$ cat config.mk
export PLATFORM = sky130hd
export DESIGN_NAME = meas_seq
export DESIGN_NICKNAME = d
export VERILOG_FILES = /design/src/rtl/meas_seq_pkg.sv /design/src/rtl/meas_clkdiv.sv /design/src/rtl/meas_pud.sv /design/src/rtl/meas_conv_stub.sv /design/src/rtl/meas_seq.sv
export SDC_FILE = /design/constraint.sdc
export NUM_CORES = 1
export LEC_CHECK = 0
export ABC_AREA = 1
export BUFFER_PORTS_ARGS = -buffer_cell sky130_fd_sc_hd__clkbuf_2
export CAP_MARGIN = 10
export CORE_MARGIN = 2
export CORE_UTILIZATION = 55
export DETAILED_ROUTE_END_ITERATION = 12
export GPL_ROUTABILITY_DRIVEN = 0
export PLACE_DENSITY = 0.9
export SLEW_MARGIN = 20
export SYNTH_ARGS = -nofsm -noshare
export SYNTH_HDL_FRONTEND = slang
export SYNTH_SLANG_ARGS = --single-unit
$ cat constraint.sdc
create_clock -name clk -period 5.6 [get_ports clk]
set_input_delay 0.28 -clock clk [delete_from_list [all_inputs] [get_ports clk]]
set_output_delay 0.28 -clock clk [all_outputs]
set_load 0.05 [all_outputs]
$ cat src/rtl/meas_seq_pkg.sv
package meas_seq_pkg;

  typedef enum logic [1:0] {
    ST_IDLE,
    ST_ARM,
    ST_CONV,
    ST_WAIT
  } seq_state_e;

  localparam logic [1:0] MODE_SINGLE = 2'd0;
  localparam logic [1:0] MODE_CONT   = 2'd1;
  localparam logic [1:0] MODE_PER    = 2'd2;

  localparam int FIELD_W = 8;

  // Conversion length in ticks: base doubled per resolution step.
  function automatic int unsigned conv_cycles(int unsigned base, logic [1:0] res);
    return base << res;
  endfunction

  // Period has elapsed once the tick count since launch reaches period-1.
  function automatic logic period_due(int unsigned elapsed, int unsigned period);
    return (elapsed + 1) >= period;
  endfunction

endpackage

$ cat src/rtl/meas_clkdiv.sv
module meas_clkdiv #(
  parameter int DIV_W = 8
) (
  input  logic             clk,
  input  logic             rst_n,
  input  logic             run,
  input  logic             div_en,
  input  logic [DIV_W-1:0] div_val,
  output logic             tick
);
  logic [DIV_W-1:0] dcnt;
  logic [DIV_W-1:0] dlim;

  assign dlim = div_en ? div_val : '0;
  assign tick = run && (dcnt >= dlim);

  always_ff @(posedge clk or negedge rst_n) begin
    if (!rst_n)             dcnt <= '0;
    else if (!run || tick)  dcnt <= '0;
    else                    dcnt <= dcnt + 1'b1;
  end

  AST_TICK_GAP: assert property (@(posedge clk) disable iff (!rst_n)
    (tick && dlim != '0) |=> !tick);

endmodule

$ cat src/rtl/meas_pud.sv
module meas_pud #(
  parameter int PUD_W = 8
) (
  input  logic             clk,
  input  logic             rst_n,
  input  logic             run,
  input  logic             tick,
  input  logic [PUD_W-1:0] pud_len,
  output logic             ready
);
  logic [PUD_W-1:0] pcnt;

  assign ready = run && (pcnt >= pud_len);

  always_ff @(posedge clk or negedge rst_n) begin
    if (!rst_n)              pcnt <= '0;
    else if (!run)           pcnt <= '0;
    else if (tick && !ready) pcnt <= pcnt + 1'b1;
  end

  AST_READY_HOLDS: assert property (@(posedge clk) disable iff (!rst_n)
    (ready && run) |=> (ready || !run));

endmodule

$ cat src/rtl/meas_conv_stub.sv
module meas_conv_stub
  import meas_seq_pkg::*;
#(
  parameter int BASE  = 8,
  parameter int CNT_W = 7
) (
  input  logic       clk,
  input  logic       rst_n,
  input  logic       active,
  input  logic       tick,
  input  logic [1:0] res,
  output logic       done
);
  localparam int LW = CNT_W + 1;

  logic [CNT_W-1:0] ccnt;
  logic [LW-1:0]    len_m1;

  assign len_m1 = LW'(conv_cycles(BASE, res) - 1);
  assign done   = active && tick && ({1'b0, ccnt} == len_m1);

  always_ff @(posedge clk or negedge rst_n) begin
    if (!rst_n)       ccnt <= '0;
    else if (!active) ccnt <= '0;
    else if (tick)    ccnt <= ccnt + 1'b1;
  end

  AST_CNT_BOUND: assert property (@(posedge clk) disable iff (!rst_n)
    active |-> ({1'b0, ccnt} <= len_m1));

endmodule

$ cat src/rtl/meas_seq.sv
module meas_seq
  import meas_seq_pkg::*;
#(
  parameter int CONV_BASE = 8,
  parameter int PER_W     = 24,
  parameter int DATA_W    = 16
) (
  input  logic              clk,
  input  logic              rst_n,
  input  logic [31:0]       ctrl_word,
  input  logic [31:0]       div_word,
  input  logic [31:0]       pud_word,
  input  logic [PER_W-1:0]  period_len,
  input  logic [DATA_W-1:0] adc_data,
  output logic              conv_req,
  output logic              conv_done,
  output logic [DATA_W-1:0] sample_out
);
  localparam int CNT_W = $clog2(CONV_BASE) + 4;

  // Field decode
  logic         en, start_req, stop_req;
  logic [1:0]   mode, res;
  logic         div_en;
  logic [FIELD_W-1:0] div_val, pud_len;
  logic         unused_bits;

  assign en        = ctrl_word[31];
  assign start_req = ctrl_word[30];
  assign stop_req  = ctrl_word[29];
  assign mode      = ctrl_word[25:24];
  assign res       = ctrl_word[19:18];
  assign div_en    = div_word[31];
  assign div_val   = div_word[23:16];
  assign pud_len   = pud_word[23:16];
  assign unused_bits = ^{ctrl_word[28:26], ctrl_word[23:20], ctrl_word[17:0],
                         div_word[30:24], div_word[15:0],
                         pud_word[31:24], pud_word[15:0]};

  // Named internal events
  logic             tick;
  logic             pud_ready;
  logic             conv_done_w;
  logic             conv_active;
  logic             due;
  logic             launch;

  seq_state_e       state;
  logic             stop_pend;
  logic [PER_W-1:0] perc;
  logic             done_q;
  logic [DATA_W-1:0] sample_q;

  meas_clkdiv #(.DIV_W(FIELD_W)) u_div (
    .clk(clk), .rst_n(rst_n), .run(en),
    .div_en(div_en), .div_val(div_val), .tick(tick)
  );

  meas_pud #(.PUD_W(FIELD_W)) u_pud (
    .clk(clk), .rst_n(rst_n), .run(en), .tick(tick),
    .pud_len(pud_len), .ready(pud_ready)
  );

  assign conv_active = en && (state == ST_CONV);

  meas_conv_stub #(.BASE(CONV_BASE), .CNT_W(CNT_W)) u_conv (
    .clk(clk), .rst_n(rst_n), .active(conv_active), .tick(tick),
    .res(res), .done(conv_done_w)
  );

  assign due    = period_due(32'(perc), 32'(period_len));
  assign launch = en && pud_ready &&
                  ((state == ST_ARM) || (state == ST_WAIT && due));

  always_ff @(posedge clk or negedge rst_n) begin
    if (!rst_n) begin
      state     <= ST_IDLE;
      stop_pend <= 1'b0;
      perc      <= '0;
      done_q    <= 1'b0;
      sample_q  <= '0;
    end else begin
      done_q <= conv_done_w;
      if (conv_done_w) sample_q <= adc_data;

      if (launch)                  perc <= '0;
      else if (tick && perc != '1) perc <= perc + 1'b1;

      if (!en) begin
        state     <= ST_IDLE;
        stop_pend <= 1'b0;
      end else begin
        unique case (state)
          ST_IDLE: if (start_req && !stop_req) state <= ST_ARM;
          ST_ARM: begin
            if (stop_req)    state <= ST_IDLE;
            else if (launch) state <= ST_CONV;
          end
          ST_CONV: begin
            if (conv_done_w) begin
              stop_pend <= 1'b0;
              if (stop_pend || stop_req) state <= ST_IDLE;
              else if (mode == MODE_CONT) state <= ST_ARM;
              else if (mode == MODE_PER)  state <= due ? ST_ARM : ST_WAIT;
              else                        state <= ST_IDLE;
            end else if (stop_req) begin
              stop_pend <= 1'b1;
            end
          end
          ST_WAIT: begin
            if (stop_req)    state <= ST_IDLE;
            else if (launch) state <= ST_CONV;
          end
          default: state <= ST_IDLE;
        endcase
      end
    end
  end

  assign conv_req   = launch;
  assign conv_done  = done_q;
  assign sample_out = sample_q;

  AST_REQ_ENTERS_CONV: assert property (@(posedge clk) disable iff (!rst_n)
    conv_req |=> (state == ST_CONV));
  AST_SINGLE_IDLES: assert property (@(posedge clk) disable iff (!rst_n)
    (conv_done_w && (mode == MODE_SINGLE)) |=> (state == ST_IDLE));
  AST_STOP_NO_RELAUNCH: assert property (@(posedge clk) disable iff (!rst_n)
    (conv_done_w && stop_pend) |=> !conv_req);
  AST_OFF_ABORTS: assert property (@(posedge clk) disable iff (!rst_n)
    $fell(en) |=> (state == ST_IDLE && !conv_done));
  AST_SAMPLE_CAPTURE: assert property (@(posedge clk) disable iff (!rst_n)
    conv_done_w |=> (conv_done && sample_out == $past(adc_data)));

endmodule

==> summary.md <==
The run finished with clean final reports. The critical path is of the flop to primary output type. The post-route netlist has 16.50% of its cells at a drive strength greater than 1. In the final routed layout, each cell accounts on average for 12.69 um.

The routed design has 10.40 mm of wire. STA classifies the critical path endpoint as a primary output. The via count of the first global-routing pass was 4123. Input and output buffers added on the ports amount to 83. IR analysis of the VDD net gives a maximum drop of 0.1255 mV.

The total negative slack was 0 ns; the placement row count was 33. The depth of the most critical reg-to-reg path works out to 18. The most used flip-flop cell after synthesis is dfrtp_1. The run gives 0.005130 mm^2 as the area after detailed placement. The maximum fanout along the worst path was 22.

The critical path's largest stage delay is 0.50 ns, and the count of maximum capacitance violations is 0. Beginning of the worst register-to-register path: perc[0]. Once detailed placement completed, the half-perimeter wirelength came to 8.085 mm. The most critical setup path has its startpoint at perc[0]. Counting every net in the synthesized netlist gives 809.

Of all cell types, the one taking the most synthesized area is dfrtp_1. In the routed layout, each cell is associated on average with a via count of 5.279. The initial antenna violation count is 0. Synthesis produced 625 cells. In the layout the commonest cells are nand2_1 (185), inv_1 (87), clkbuf_2 (83). The most common library cell in the layout ignoring fill and taps is nand2_1. The count of clock tree sinks is 67, and the end-of-flow core utilization is 64.67%. The later pin in the worst-skew pair is clocked with a latency of 0.35 ns. For the total number of yosys warnings, the log shows 0.

The cell at the slowest stage of the critical path is dfrtp_1. The routed layout has 4329 vias. The tools report the iteration-0 DRC count of the detailed router as 206. The tools report the endpoint of the most critical register-to-register path as perc[6]. TritonCTS built the clock tree. The fraction of synthesized cell area taken by the top area cell type was 36.11%; the top-level I/O count was 156. Buffers added to address setup during post-CTS repair amount to 0.

The tools report the setup slack of the most critical reg-to-reg path as 2.00 ns. Counting distinct cell types in the post-synthesis netlist gives 34. The cell area that synthesis handed to floorplanning was 0.004643 mm^2.

STA classifies the critical path startpoint as a flop. The first global-routing pass estimated 17.19 mm of wire. The average size of a mapped cell was 7.429 um^2. For the die outline area, the log shows 0.009193 mm^2.

The share of total power dissipated in sequential elements is 46.7%. For the max-slew violation count, the log shows 0. Once detail routing completed, the nets flagged for antenna violations numbered 0. The overall die width is 95.88 um.

The area growth from synthesis to layout is 14.44%. The repair_antennas step left the layout with diodes totalling 0. After global routing the overflow that remains totals 0. After synthesis, the cell types taking the most area are dfrtp_1 (36%), nand2_1 (15%), ha_1 (12%). The core region is 0.008217 mm^2.

After clock tree synthesis, the repair step resized 0 gates. The die height is 95.88 um, and the combinational fraction of design power is 21.7%. The share of synthesized flip-flops with an asynchronous set or reset came out at 100.0%. The tools report the total setup violations reported at the end of the flow as 0. The destination of the critical timing path was conv_req. The final-report hold violation count came out at 0. Data on the critical path is required at its endpoint by 5.32 ns. The run gives 23.70% as the combined global-route utilization of all metal layers.

The cell at the root of the clock tree is clkbuf_8. The maximum number of pins on one net before global-route repair was 68; the internal power contribution was 0.7858 mW. In this run switching power makes up 34.34% of total power. The tightest min-delay check is of the input pin to asynchronous set/reset pin type. Counting along the longest clock path gives a buffer depth of 2.

Data on the critical path arrives at its endpoint at 3.98 ns. The post-route cell area was 0.005314 mm^2; the largest clock skew in the final design was 0.01046 ns. The total clock buffers created by CTS was 9.

After synthesis the netlist holds a flip-flop and latch count of 67. After clock tree synthesis, the clock-pin slew on the worst setup and hold paths is 0.09 ns. The run gives 56.51% as the effective utilization at floorplan. The static leakage power is 2.919 nW. The time the final worst path needs with I/O delays and setup came out at 4.260 ns. The remaining routing DRC violations is 0.

In the final design database the tool counted 894 nets. Summed over all nets, the switching power comes to 0.4109 mW. In this run the tightest slew margin relative to its limit is 44.26%.

Per report_power, the clock group accounts for 31.6% of the total. The number of buffers inserted for hold repair after clock tree synthesis is 0, and the slew at the pin with the worst max-slew slack is 0.8360 ns. Among the stages of the critical path, the cell type that occurs most often is nand2_1. Setup repair after global routing left no endpoint under its margin. The share of the Yosys chip area taken by registers is 36.11%. The worst path uses 76.08% of the clock period. For the peak clock frequency supported by timing, the log shows 0.2347 GHz.

In this run the power density over the cells is 225.2 mW/mm^2. The first detailed-routing pass ran for 5 iterations. The clock tree synthesis step divided the H-tree into 3 levels. In this run, synthesis inferred 0 flip-flops with an integrated enable.

The signal on the critical path passes through ha_1, nand3_2, nor3_4, nand2_1, nor2_2, nand2_1, xor2_1, clkinv_2, ha_1, a21oi_1, o21ai_0, nand2_1, nand3_1, nor2_1, nand3_1, nand2_2, clkinv_2, clkbuf_2.
[synthesized netlist by cell type (3+ instances only)]
cell and n:
nand2_1 185, inv_1 87, dfrtp_1 67, a21oi_1 49
nor2_1 48, ha_1 46, nand3_1 25, xor2_1 23
o21ai_0 15, nor3_1 12, nand4_1 11, xnor2_1 7
inv_2 5, nand2_2 4, o21a_1 4, buf_2 3
buf_4 3, nor3b_1 3, o31ai_1 3
[metrics by stage]
stage                     cells  worst slack, ns  total power [mW]  hold WS (ns)
after floorplan             625            2.663            0.7335      -0.01559
after global placement      804            1.908            0.7994        0.4599
after detailed placement    804            1.803            0.8259        0.4652
after CTS                   820            1.363             1.203        0.1121
after global routing        820            1.059             1.265        0.1260
final                       820            1.340             1.197       0.09729
[registers in the layout, indices dropped and copies added (netlist names)]
name,flops
conv_done,1
perc,24
sample_out,16
state,2
stop_pend,1
u_conv.ccnt,7
u_div.dcnt,8
u_pud.pcnt,8
[area by class of cell]
class	count	area, um^2
clock buffers	9	123.9
clock inverters	7	60.06
well taps	105	131.4
flip-flops and latches	67	1677
inverters	94	355.3
multi-input cells	454	2544
fillers	681	2903
repair buffers	84	422.9
[worst min-delay path by stage]
stage                    from             end  slack (ns)  cells past startpoint
2_1_floorplan           rst_n       conv_done       -0.02                      0
3_3_place_gp   u_conv.ccnt[6]  u_conv.ccnt[6]        0.46                      1
3_5_place_dp   sample_out[15]  sample_out[15]        0.47                      2
4_1_cts          adc_data[12]  sample_out[12]        0.11                      3
5_1_grt          adc_data[12]  sample_out[12]        0.13                      3
6_report                rst_n        perc[10]         0.1                      2
[per-layer routing]
metal / vias up / routed length (um) / global-route usage (%)
met5: - / 0 / 0
met4: 0 / 199 / 9.286
met3: 21 / 608 / 3.289
met2: 142 / 5306 / 42.54
met1: 1997 / 4290 / 28.65
li1: 2169 / - / -
[critical path: cells and delay by family (launching register included)]
family / cells / cell delay, ns
AO/OA/AOI/OAI: 2 / 0.26
XOR/XNOR: 1 / 0.17
adder cells (fa/ha/maj): 2 / 0.59
buffers and inverters: 3 / 0.72
flip-flops: 1 / 0.50
AND/OR/NAND/NOR: 10 / 1.39
[power groups by stage]
stage	Combinational (mW)	Clock, mW	Sequential, mW
6_report	0.260	0.378	0.559
5_1_grt	0.301	0.402	0.563
4_1_cts	0.263	0.383	0.557
3_5_place_dp	0.260	0	0.566
3_3_place_gp	0.237	0	0.562
2_1_floorplan	0.179	0	0.555
[kinds of logic (layout without fill, tap and decap cells)]
| family | Yosys count | after routing | share of synthesized area, % |
|---|---|---|---|
| compound gates | 76 | 76 | 8.812 |
| xor+xnor | 30 | 30 | 5.659 |
| fa+ha+maj | 46 | 46 | 12.40 |
| buf+inv | 104 | 194 | 9.108 |
| flops | 67 | 67 | 36.11 |
| simple gates | 302 | 302 | 27.92 |
(Power assumes the default switching activity.)
